File: src/rtl/hzc_pkg.sv
package hzc_pkg;

    localparam int unsigned REG_AW  = 5;
    localparam int unsigned NUM_SRC = 2;

    typedef logic [REG_AW-1:0] ridx_t;

    typedef enum logic [1:0] {
        FWD_REGFILE  = 2'b00,
        FWD_FROM_WB  = 2'b01,
        FWD_FROM_MEM = 2'b10
    } fwd_sel_e;

    typedef struct packed {
        ridx_t rs1;
        ridx_t rs2;
    } dec_fields_t;

    typedef struct packed {
        ridx_t rs1;
        ridx_t rs2;
        ridx_t rd;
        logic  reg_write;
        logic  mem_read;
    } ex_fields_t;

    typedef struct packed {
        ridx_t rd;
        ridx_t rs2;
        logic  reg_write;
        logic  mem_write;
    } mem_fields_t;

    typedef struct packed {
        ridx_t rd;
        logic  reg_write;
        logic  mem_to_reg;
    } wb_fields_t;

    // A stage really produces a value only if it writes a non-zero register.
    function automatic logic produces(ridx_t rd, logic we);
        return we && (rd != '0);
    endfunction

    function automatic logic hits(ridx_t rd, logic we, ridx_t src);
        return produces(rd, we) && (rd == src);
    endfunction

endpackage

File: src/rtl/hzc_stage_regs.sv
module hzc_stage_regs
    import hzc_pkg::*;
(
    input  logic        clk,
    input  logic        rst,
    input  dec_fields_t dec_d,
    input  ex_fields_t  ex_d,
    input  mem_fields_t mem_d,
    input  wb_fields_t  wb_d,
    input  logic        br_d,
    output dec_fields_t dec_q,
    output ex_fields_t  ex_q,
    output mem_fields_t mem_q,
    output wb_fields_t  wb_q,
    output logic        br_q
);

    always_ff @(posedge clk) begin
        if (rst) begin
            dec_q <= '0;
            ex_q  <= '0;
            mem_q <= '0;
            wb_q  <= '0;
            br_q  <= 1'b0;
        end else begin
            dec_q <= dec_d;
            ex_q  <= ex_d;
            mem_q <= mem_d;
            wb_q  <= wb_d;
            br_q  <= br_d;
        end
    end

endmodule

File: src/rtl/hzc_operand_fwd.sv
module hzc_operand_fwd
    import hzc_pkg::*;
#(
    parameter int unsigned NSRC = NUM_SRC
) (
    input  ridx_t    src     [NSRC],
    input  ridx_t    mem_rd,
    input  logic     mem_we,
    input  ridx_t    wb_rd,
    input  logic     wb_we,
    output fwd_sel_e sel     [NSRC]
);

    for (genvar i = 0; i < NSRC; i++) begin : g_src
        logic near_hit;
        logic far_hit;

        assign near_hit = hits(mem_rd, mem_we, src[i]);
        assign far_hit  = hits(wb_rd, wb_we, src[i]);

        // The nearer (memory-stage) producer holds the newer value.
        always_comb begin
            if (near_hit)     sel[i] = FWD_FROM_MEM;
            else if (far_hit) sel[i] = FWD_FROM_WB;
            else              sel[i] = FWD_REGFILE;
        end
    end

endmodule

File: src/rtl/hzc_stall_flush.sv
module hzc_stall_flush
    import hzc_pkg::*;
#(
    parameter int unsigned NSRC = NUM_SRC
) (
    input  ridx_t dec_src [NSRC],
    input  ridx_t ex_rd,
    input  logic  ex_we,
    input  logic  ex_load,
    input  logic  branch_taken,
    output logic  pc_we,
    output logic  ifid_we,
    output logic  bubble_sel,
    output logic  flush
);

    logic [NSRC-1:0] src_hit;
    logic            load_use;
    logic            stall;

    for (genvar i = 0; i < NSRC; i++) begin : g_cmp
        assign src_hit[i] = hits(ex_rd, ex_we, dec_src[i]);
    end

    assign load_use = ex_load && (|src_hit);

    // A taken branch squashes the decode instruction, so its hazard is moot.
    assign stall      = load_use && !branch_taken;
    assign flush      = branch_taken;
    assign pc_we      = !stall;
    assign ifid_we    = !stall;
    assign bubble_sel = stall;

endmodule

File: src/rtl/hzc_store_bypass.sv
module hzc_store_bypass
    import hzc_pkg::*;
(
    input  logic  mem_store,
    input  ridx_t mem_rs2,
    input  ridx_t wb_rd,
    input  logic  wb_we,
    input  logic  wb_is_load,
    output logic  st_data_sel
);

    assign st_data_sel = mem_store && wb_is_load && hits(wb_rd, wb_we, mem_rs2);

endmodule

File: src/rtl/hzc_top.sv
module hzc_top
    import hzc_pkg::*;
(
    input  logic              clk,
    input  logic              rst,
    input  logic [REG_AW-1:0] in_dec_rs1,
    input  logic [REG_AW-1:0] in_dec_rs2,
    input  logic [REG_AW-1:0] in_ex_rs1,
    input  logic [REG_AW-1:0] in_ex_rs2,
    input  logic [REG_AW-1:0] in_ex_rd,
    input  logic              in_ex_reg_write,
    input  logic              in_ex_mem_read,
    input  logic [REG_AW-1:0] in_mem_rd,
    input  logic [REG_AW-1:0] in_mem_rs2,
    input  logic              in_mem_reg_write,
    input  logic              in_mem_mem_write,
    input  logic [REG_AW-1:0] in_wb_rd,
    input  logic              in_wb_reg_write,
    input  logic              in_wb_mem_to_reg,
    input  logic              in_branch_taken,
    output logic [1:0]        fwd_a,
    output logic [1:0]        fwd_b,
    output logic              st_data_sel,
    output logic              pc_we,
    output logic              ifid_we,
    output logic              bubble_sel,
    output logic              flush
);

    dec_fields_t dec_d, dec_q;
    ex_fields_t  ex_d,  ex_q;
    mem_fields_t mem_d, mem_q;
    wb_fields_t  wb_d,  wb_q;
    logic        br_q;

    assign dec_d = '{rs1: in_dec_rs1, rs2: in_dec_rs2};
    assign ex_d  = '{rs1: in_ex_rs1, rs2: in_ex_rs2, rd: in_ex_rd,
                     reg_write: in_ex_reg_write, mem_read: in_ex_mem_read};
    assign mem_d = '{rd: in_mem_rd, rs2: in_mem_rs2,
                     reg_write: in_mem_reg_write, mem_write: in_mem_mem_write};
    assign wb_d  = '{rd: in_wb_rd, reg_write: in_wb_reg_write,
                     mem_to_reg: in_wb_mem_to_reg};

    hzc_stage_regs u_regs (
        .clk   (clk),
        .rst   (rst),
        .dec_d (dec_d),
        .ex_d  (ex_d),
        .mem_d (mem_d),
        .wb_d  (wb_d),
        .br_d  (in_branch_taken),
        .dec_q (dec_q),
        .ex_q  (ex_q),
        .mem_q (mem_q),
        .wb_q  (wb_q),
        .br_q  (br_q)
    );

    ridx_t    ex_src  [NUM_SRC];
    ridx_t    dec_src [NUM_SRC];
    fwd_sel_e op_sel  [NUM_SRC];

    assign ex_src[0]  = ex_q.rs1;
    assign ex_src[1]  = ex_q.rs2;
    assign dec_src[0] = dec_q.rs1;
    assign dec_src[1] = dec_q.rs2;

    hzc_operand_fwd #(.NSRC(NUM_SRC)) u_fwd (
        .src    (ex_src),
        .mem_rd (mem_q.rd),
        .mem_we (mem_q.reg_write),
        .wb_rd  (wb_q.rd),
        .wb_we  (wb_q.reg_write),
        .sel    (op_sel)
    );

    assign fwd_a = op_sel[0];
    assign fwd_b = op_sel[1];

    hzc_stall_flush #(.NSRC(NUM_SRC)) u_stall (
        .dec_src      (dec_src),
        .ex_rd        (ex_q.rd),
        .ex_we        (ex_q.reg_write),
        .ex_load      (ex_q.mem_read),
        .branch_taken (br_q),
        .pc_we        (pc_we),
        .ifid_we      (ifid_we),
        .bubble_sel   (bubble_sel),
        .flush        (flush)
    );

    hzc_store_bypass u_stbyp (
        .mem_store   (mem_q.mem_write),
        .mem_rs2     (mem_q.rs2),
        .wb_rd       (wb_q.rd),
        .wb_we       (wb_q.reg_write),
        .wb_is_load  (wb_q.mem_to_reg),
        .st_data_sel (st_data_sel)
    );

endmodule

File: config.mk
export PLATFORM = sky130hd
export DESIGN_NAME = hzc_top
export DESIGN_NICKNAME = d
export VERILOG_FILES = /design/src/rtl/hzc_pkg.sv /design/src/rtl/hzc_stage_regs.sv /design/src/rtl/hzc_operand_fwd.sv /design/src/rtl/hzc_stall_flush.sv /design/src/rtl/hzc_store_bypass.sv /design/src/rtl/hzc_top.sv
export SDC_FILE = /design/constraint.sdc
export NUM_CORES = 1
export LEC_CHECK = 0
export CORE_ASPECT_RATIO = 1.4
export CORE_MARGIN = 1.5
export CORE_UTILIZATION = 45
export DETAILED_ROUTE_END_ITERATION = 8
export DONT_BUFFER_PORTS = 1
export GPL_TIMING_DRIVEN = 0
export SETUP_SLACK_MARGIN = 0.1
export SLEW_MARGIN = 20
export SYNTH_ARGS = -nofsm -noshare
export SYNTH_HDL_FRONTEND = slang
export SYNTH_SLANG_ARGS = --single-unit
File: constraint.sdc
create_clock -name clk -period 2.3 [get_ports clk]
set_input_delay 0.46 -clock clk [delete_from_list [all_inputs] [get_ports clk]]
set_output_delay 0.46 -clock clk [all_outputs]
set_load 0.01 [all_outputs]
==> results of run 1 <==
## state kept, by name (all words and copies together) (netlist names)
name and cells:
u_regs.wb_q 7, u_regs.br_q 1, u_regs.ex_q 17, u_regs.dec_q 10, u_regs.mem_q 12
## metrics by stage
step / hold WS [ns] / instance area (um2) / power (mW) / cells
floorplan: 0.588 / 1740 / 1.00 / 162
global placement: 0.590 / 1800 / 1.02 / 204
detailed placement: 0.594 / 1800 / 1.03 / 204
CTS: 0.290 / 1970 / 1.56 / 215
global route: 0.285 / 2020 / 1.63 / 218
finish: 0.297 / 2020 / 1.55 / 218
## cell type report
cell class / count / area [um2] / share of cell area [%]
plain buffers: 8 / 41.3 / 2.05
flip-flops and latches: 47 / 960 / 47.6
repair buffers: 6 / 45.0 / 2.23
multi-input cells: 107 / 818 / 40.6
clock buffers: 8 / 100 / 4.96
well taps: 42 / 52.6 / 2.61
## worst paths after layout
check                        endpoint  slack (ns)  cells past startpoint
worst min-delay path  u_regs.mem_q[8]        0.30                      1
worst max-delay path         fwd_b[0]        0.08                      4
## power groups by stage
stage / sequential, mW / combinational (mW) / clock [mW]
floorplan: 0.904 / 0.0993 / 0
global placement: 0.912 / 0.112 / 0
detailed placement: 0.913 / 0.117 / 0
CTS: 0.890 / 0.132 / 0.537
global route: 0.895 / 0.159 / 0.580
finish: 0.889 / 0.142 / 0.520
## cells by family after synthesis
logic type                share of synthesized area (%)
buffers and inverters                              2.37
xor gates and xnor gates                           17.6
AOI/OAI and AO/OA                                  1.94
DFF                                                54.0
and+or+nand+nor                                    24.1
## cell usage after synthesis
cell and count:
nor2b_1 47, o21ai_2 1, nor4_2 2, nor2_1 1, nand2_1 1, nor3_1 4, xnor2_1 17, nor4_1 2
buf_4 3, or4_1 4, o21ai_1 1, dfxtp_1 47, xor2_1 18, nand3_1 5, nand4_1 1, o21ai_0 1
o21a_1 1, a211oi_1 1, clkbuf_1 5
## layer usage
| metal | track usage [%] | vias to the layer above | wire length (um) |
|---|---|---|---|
| li1 | - | 539 | - |
| met1 | 16.2 | 503 | 1130 |
| met2 | 29.9 | 36 | 1810 |
| met3 | 5.60 | 2 | 196 |
| met4 | 6.34 | 0 | 24 |
| met5 | 0 | - | 0 |
## layout by cell type (no fill, tap or decap), types with 2 or more instances in the layout
master	count
dfxtp_4	4
buf_4	9
clkbuf_8	7
nor2b_1	47
or4_4	3
nand3_1	5
dfxtp_2	3
o21ai_1	2
xnor2_1	17
xor2_1	18
nor3_1	4
clkbuf_1	6
nor4_4	3
dfxtp_1	40
## critical path: stages, from the launching register on
cell and delay (ns):
dfxtp_2 0.33, or4_4 0.54, o21ai_4 0.20, nor4_4 0.07, nor4_4 0.33
## repair_timing
item                       CTS  global route
buffers inserted             3             3
hold buffers                 0             0
pin swaps                    3             4
gates resized for setup     14             7
cloned                       0             0
setup endpoints to repair    2             4
==> summary.md, run 1 <==
| Metric | Value |
|---|---|
| TritonCTS clock tree | yes |
| Syn avg cell area | 10.8 um2 |
| Unrepaired setup endpoints after global routing | yes |
| Largest area contributor in the netlist | dfxtp_1 |
| Die height | between 70 and 80 um |
| Slew headroom | 66.9% |
| Final setup violation count | 0 |
| DR pass1 iterations | 2 |
| Minimum clock period | 2.22 ns |
| Final nets | about 220 |
| Total grt overflow | 0 |
| # IOs | 58 |
| DRC violation count after routing | 0 |
| Detail Route Antenna Nets | 0 |
| Seq cells post-synth | 47 |
| Max clock buf depth | 2 |
| CTS H-tree lvls | 2 |
| Number of global-route vias before repair | 1139 |
| Synth top area share | a little over half |
| Seq/Total Area, Yosys | between 50% and 60% |
| Gp weighted congestion | between 0.8 and 0.9 |
| Max IR drop VDD | between 0.5 and 0.6 mV |
| # diodes | 0 |
| Die outline area | approximately 0.0043 mm2 |
| Cell Area, Synth | 0.00174 mm2 |
| Post-synth cell types | 19 |
| Critical path class | flip-flop to primary output |
| Switch Pwr | 0.344 mW |
| Gate power share | a little under a tenth |
| Iteration-0 DRC Markers | 8 |
| Leakage | 0.777 nW |
| Startpoint types | flip-flop |
| Total wire length | approximately 3.2 mm |
| Pin count of the biggest net entering global routing | 14 |
| Final period util | a little over nine tenths |
| First-pass GRT wire length | 5.37 mm |
| Fmax | 451 MHz |
| Chip width | 55.6 um |
| CTS buffer count | 5 |
| Gate Count Post-Synth | 162 |
| CP Max Fanout | 2 |
| Internal Pwr Total | about 1.2 mW |
| Vias per inst | approximately 5.0 |
| TNS Setup | 0 ns |
| Port Buffers | 0 |
| Post-Place Worst Slack | 0.286 ns |
| Clk pin slew, worst setup/hold paths | roughly 0.080 ns |
| Synth top area cells | dfxtp_1, nor2b_1, xor2_1 |
| YS warnings | 0 |
| Fillers | around 350 |
| Max Transition Viols Final | 0 |
| Switch share | roughly 22% |
| Critical Path AT | ~1.8 ns |
| Seq pwr share | a little under three fifths |
| Initial Utilization | a little under half |
| Area delta synth->final | 15.7% |
| Final Hold Viols | 0 |
| Initial antenna violation count | 0 |
| Core area | 0.00368 mm2 |
| Final setup margin | 0.0806 ns |
| DR WL/cell | ~14 um |
| Hold Crit Class | input pin to flip-flop |
| Pwr Density | a little under 800 mW/mm2 |
| Share of cells above drive strength 1 | between 10% and 20% |
| Post-Syn Nets | between 200 and 250 |
| FP Rows | 26 |
| Critical Path Sink Type | primary output |
| Routed vias | 1080 |
| Hold_sp | in_mem_rd[1] |
| Power share of the clock group | approximately a third |
| Clock root buffer | clkbuf_8 |
| DPL Wire Length | 2.42 mm |
| Fin util | 54.9% |
| Critical Path Start | u_regs.mem_q[9] |
| Run status | finished clean |
| Max-Cap Viols | 0 |
| Num Clock Sinks | 47 |
| GRT Resource Usage Total | roughly 16% |
| Worst EP required | 1.84 ns |
| Slew @ Worst Pin | slightly below 0.5 ns |
No activity file was read; power rests on OpenSTA's default activity.
==> run 2: changes to the inputs <==
CTS_BUF_LIST = sky130_fd_sc_hd__clkbuf_2   (was default)
SETUP_SLACK_MARGIN = 0.4   (was 0.1)
==> summary.md, run 2 (synthesis results as in run 1) <==
| Metric | Value |
|---|---|
| Gp weighted congestion | 0.818 (unchanged) |
| Commonest cells after routing, fill and taps aside | nor2b_1, dfxtp_1, xor2_1, xnor2_1, buf_4 (unchanged) |
| Critical Path Sink Type | primary output (unchanged) |
| Max clock buf depth | 2 (unchanged) |
| CP Max Fanout | 4 (was 2) |
| # diodes | 0 (unchanged) |
| Pin count of the biggest net entering global routing | 14 (unchanged) |
| Initial antenna violation count | 0 (unchanged) |
| CTS H-tree lvls | 2 (unchanged) |
| Routed vias | 1103 (was 1080) |
| Final setup margin | -0.0216 ns (was 0.0806 ns) |
| Fmax | 431 MHz (was 451 MHz) |
| Vias per inst | 4.99 (was 4.95) |
| Largest regs | u_regs.ex_q (17), u_regs.mem_q (12), u_regs.dec_q (10) (unchanged) |
| Total grt overflow | 0 (unchanged) |
| Die outline area | 0.00426 mm2 (unchanged) |
| Clk pin slew, worst setup/hold paths | 0.22 ns (was 0.08 ns) |
| DRC violation count after routing | 0 (unchanged) |
| Share of cells above drive strength 1 | 31.3% (was 17.6%) |
| Run status | finished, violations left (was finished clean) |
| DR pass1 iterations | 2 (unchanged) |
| Final Hold Viols | 0 (unchanged) |
| GRT Resource Usage Total | 17.1% (was 16.2%) |
| Hold Crit Class | input pin to flip-flop (unchanged) |
| Iteration-0 DRC Markers | 15 (was 8) |
| DPL Wire Length | 2.42 mm (unchanged) |
| TritonCTS clock tree | yes (unchanged) |
| Critical Path AT | 1.86 ns (was 1.76 ns) |
| Max IR drop VDD | 0.529 mV (was 0.505 mV) |
| First-pass GRT wire length | 5.59 mm (was 5.37 mm) |
| Initial Utilization | 47.4% (unchanged) |
| Max-Cap Viols | 0 (unchanged) |
| Post-Place Worst Slack | 0.286 ns (unchanged) |
| Design Power | 1.39 mW (was 1.55 mW) |
| Critical path class | flip-flop to primary output (unchanged) |
| Cts hold-fix bufs | 0 (unchanged) |
| Minimum clock period | 2.32 ns (was 2.22 ns) |
| FP Rows | 26 (unchanged) |
| TNS Setup | -0.0335 ns (was 0 ns) |
| Worst EP required | 1.84 ns (about the same) |
| # IOs | 58 (unchanged) |
| Pwr Density | 650 mW/mm2 (was 769 mW/mm2) |
| Clock root buffer | clkbuf_2 (was clkbuf_8) |
| Placed cell area | 0.00180 mm2 (unchanged) |
| Chip width | 55.6 um (unchanged) |
| Num Clock Sinks | 47 (unchanged) |
| Number of global-route vias before repair | 1194 (was 1139) |
| Failing checks | setup timing |
| Area delta synth->final | 22.6% (was 15.7%) |
| Detail Route Antenna Nets | 0 (unchanged) |
| Core area | 0.00368 mm2 (unchanged) |
| Final nets | 227 (was 224) |
| Most common cell after layout, fill and taps aside | nor2b_1 (unchanged) |
| Largest register by flop count | u_regs.ex_q (unchanged) |
| Leakage | 0.817 nW (was 0.777 nW) |
| DR WL/cell | 14.9 um (was 14.5 um) |
| Die height | 76.6 um (unchanged) |
| Final setup violation count | 2 (was 0) |
| Total wire length | 3.30 mm (was 3.16 mm) |
| Max reg flops | 17 (unchanged) |
| Slew @ Worst Pin | 0.486 ns (was 0.496 ns) |
| Post-route cell area | 0.00214 mm2 (was 0.00202 mm2) |
| Port Buffers | 0 (unchanged) |
| Unrepaired setup endpoints after global routing | yes (unchanged) |
| Final period util | 101% (was 96.5%) |
| Slew headroom | 67.6% (was 66.9%) |
| CTS buffer count | 5 (unchanged) |
| Max Transition Viols Final | 0 (unchanged) |
| Startpoint types | flip-flop (unchanged) |
## run 2: cell types whose count changed in the layout (fill, tap and decap cells not counted), moves of 3 or more
cell      previous run  this run
xnor2_1             17        10
clkbuf_8             7         0
dfxtp_1             40        34
xnor2_2              0         7
dfxtp_4              4         7
clkbuf_2             0         6
dfxtp_2              3         6
nor3_1               4         1
## run 2: metrics by stage
step / hold WS (ns) / util (%) / instances
floorplan: 0.588 / - / 162
global route: 0.122 / 58.1 / 221
CTS: 0.140 / 55.3 / 220
finish: 0.178 / 58.1 / 221
global placement: 0.590 / 48.8 / 204
detailed placement: 0.594 / 48.8 / 204
## run 2: layout make-up
class	instances	area (um2)
repair buffers	9	71.3
multi-input cells	107	956
clock inverters	2	7.51
fillers	341	1540
well taps	42	52.6
flip-flops and latches	47	975
plain buffers	8	45.0
clock buffers	6	30.0
## run 2: power breakdown
part / total, mW / switching [mW] / internal, mW / leakage, nW
sequential: 0.896 / 0.0380 / 0.858 / 0.397
clock: 0.315 / 0.242 / 0.0734 / 0.0281
combinational: 0.178 / 0.0828 / 0.0949 / 0.391
total: 1.39 / 0.363 / 1.03 / 0.817
## run 2: timing repair
action	in CTS	in global routing
setup buffers	8	1
endpoints found under the setup margin	8	8
resized for setup	36	18
cloned	0	0
pin swaps	14	2
## run 2: worst max-delay path: stages (launching register included)
cell,delay (ns)
dfxtp_4,0.41
or4_4,0.13
o21ai_4,0.06
or4_4,0.55
nor4_4,0.34
## run 2: path summary, 6_finish.rpt
check,end,cells after the start,startpoint
setup / recovery,fwd_b[0],4,u_regs.wb_q[5]
hold / removal,u_regs.mem_q[9],1,in_mem_rd[2]
## run 2: per-layer routing
| metal | part of all wire [%] | global-route usage, % | vias up |
|---|---|---|---|
| met5 | 0 | 0 | - |
| met4 | 0.73 | 7.56 | 0 |
| met3 | 6.4 | 6.11 | 2 |
| met2 | 58 | 32.0 | 37 |
| met1 | 35 | 16.2 | 515 |
| li1 | - | - | 549 |
==> run 3: changes to the inputs <==
MAX_ROUTING_LAYER = met4   (was default)
==> summary.md, run 3 (synthesis results as in run 1) <==
| Metric | Value |
|---|---|
| Port Buffers | 0 (unchanged) |
| Num Clock Sinks | 47 (unchanged) |
| CP Max Fanout | 4 (unchanged) |
| Max IR drop VDD | 0.518 mV (was 0.529 mV) |
| Cts hold-fix bufs | 0 (unchanged) |
| Initial Utilization | 47.4% (unchanged) |
| Vias per inst | 4.97 (was 4.99) |
| Minimum clock period | 2.32 ns (about the same) |
| Total wire length | 3.26 mm (was 3.30 mm) |
| Startpoint types | flip-flop (unchanged) |
| Final setup violation count | 2 (unchanged) |
| # IOs | 58 (unchanged) |
| Core area | 0.00368 mm2 (unchanged) |
| FP Rows | 26 (unchanged) |
| Die outline area | 0.00426 mm2 (unchanged) |
| Max Transition Viols Final | 0 (unchanged) |
| Critical Path Sink Type | primary output (unchanged) |
| Initial antenna violation count | 0 (unchanged) |
| Switch Pwr | 0.358 mW (was 0.363 mW) |
| GRT Resource Usage Total | 17.6% (was 17.1%) |
| Most common cell after layout, fill and taps aside | nor2b_1 (unchanged) |
| Slew headroom | 68.7% (was 67.6%) |
| Fmax | 431 MHz (about the same) |
| Area delta synth->final | 22.6% (unchanged) |
| Gate power share | 12.8% (about the same) |
| # diodes | 0 (unchanged) |
| Run status | finished, violations left (unchanged) |
| Hold_ws | 0.180 ns (was 0.178 ns) |
| Gp weighted congestion | 0.830 (was 0.818) |
| Pwr Density | 647 mW/mm2 (was 650 mW/mm2) |
| Iteration-0 DRC Markers | 30 (was 15) |
| DRC violation count after routing | 0 (unchanged) |
| Max-Cap Viols | 0 (unchanged) |
| Clock root buffer | clkbuf_2 (unchanged) |
| Total grt overflow | 0 (unchanged) |
| DR WL/cell | 14.8 um (was 14.9 um) |
| Final Hold Viols | 0 (unchanged) |
| Worst EP required | 1.84 ns (about the same) |
| Leakage | 0.817 nW (unchanged) |
| Chip width | 55.6 um (unchanged) |
| Routed vias | 1099 (was 1103) |
| Critical Path AT | 1.86 ns (about the same) |
| Commonest cells after routing, fill and taps aside | nor2b_1, dfxtp_1, xor2_1, xnor2_1, buf_4 (unchanged) |
| CTS H-tree lvls | 2 (unchanged) |
| Power share of the clock group | 22.5% (was 22.7%) |
| Max reg flops | 17 (unchanged) |
| Largest regs | u_regs.ex_q (17), u_regs.mem_q (12), u_regs.dec_q (10) (unchanged) |
| Failing checks | setup timing (unchanged) |
| DR pass1 iterations | 4 (was 2) |
| Final period util | 101% (about the same) |
| Placed Instances | 204 (unchanged) |
| Share of cells above drive strength 1 | 31.3% (unchanged) |
| Seq pwr share | 64.7% (was 64.5%) |
| Slew @ Worst Pin | 0.470 ns (was 0.486 ns) |
| First-pass GRT wire length | 5.58 mm (was 5.59 mm) |
| Switch share | 25.9% (was 26.1%) |
| Detail Route Antenna Nets | 0 (unchanged) |
| Final setup margin | -0.0205 ns (was -0.0216 ns) |
| Critical path class | flip-flop to primary output (unchanged) |
| Largest register by flop count | u_regs.ex_q (unchanged) |
| TritonCTS clock tree | yes (unchanged) |
| Unrepaired setup endpoints after global routing | yes (unchanged) |
| Area of the multi-input gates | 956 um2 (unchanged) |
| Final non-filler cell total | 221 (unchanged) |
| Fillers | 341 (unchanged) |
| Pin count of the biggest net entering global routing | 14 (unchanged) |
| DPL Wire Length | 2.42 mm (unchanged) |
| Number of global-route vias before repair | 1196 (was 1194) |
| Hold Crit Class | input pin to flip-flop (unchanged) |
| Internal Pwr Total | 1.03 mW (about the same) |
| FF+latch area | 975 um2 (unchanged) |
| CTS buffer count | 5 (unchanged) |
| Die height | 76.6 um (unchanged) |
| Clk pin slew, worst setup/hold paths | 0.22 ns (about the same) |
| Max clock buf depth | 2 (unchanged) |
| Final nets | 227 (unchanged) |
| Post-Place Worst Slack | 0.286 ns (unchanged) |
## run 3: cell counts in the layout (fill, tap and decap cells not counted)
No cell type changed its count.
## run 3: routing by layer
| layer | track usage (%) | vias up | part of all wire [%] |
|---|---|---|---|
| met3 | 5.94 | 2 | 6.3 |
| met5 | - | - | 0 |
| li1 | - | 547 | - |
| met1 | 16.4 | 514 | 35 |
| met2 | 31.9 | 36 | 58 |
| met4 | 7.56 | 0 | 0.74 |
## run 3: worst paths after layout
kind	startpoint	to	slack (ns)	cells after the start
worst max-delay path	u_regs.wb_q[5]	fwd_b[0]	-0.02	4
worst min-delay path	in_mem_rd[2]	u_regs.mem_q[9]	0.18	1
## run 3: cell type report
class                      instances  area share, %
clock buffer                       6           1.41
timing repair buffer               9           3.34
clock inverter                     2          0.351
sequential                        47           45.6
tap                               42           2.46
multi-input combinational        107           44.7
buffer                             8           2.11
## run 3: through the flow
stage	instance area (um2)	setup TNS [ns]	power, mW	utilization [%]
3_3_place_gp	1800	0	1.02	48.8
2_1_floorplan	1740	0	1.00	-
5_1_grt	2140	-0.255	1.46	58.1
3_5_place_dp	1800	0	1.03	48.8
4_1_cts	2030	-0.133	1.38	55.3
6_report	2140	-0.0312	1.38	58.1
## run 3: power groups by stage
stage | clock network [mW] | logic [mW] | registers (mW)
2_1_floorplan | 0 | 0.0993 | 0.904
3_3_place_gp | 0 | 0.112 | 0.912
3_5_place_dp | 0 | 0.117 | 0.913
4_1_cts | 0.327 | 0.159 | 0.893
5_1_grt | 0.364 | 0.194 | 0.903
6_report | 0.311 | 0.177 | 0.896
## run 3: timing repair
action,in CTS,in global routing
setup buffers,8,1
pin swaps,14,2
endpoints found under the setup margin,8,8
cloned,0,0
gates resized for setup,36,18
## run 3: worst max-delay path, stage by stage, from the launching register on
cell     delay, ns
dfxtp_4       0.41
or4_4         0.13
o21ai_4       0.06
or4_4         0.55
nor4_4        0.34
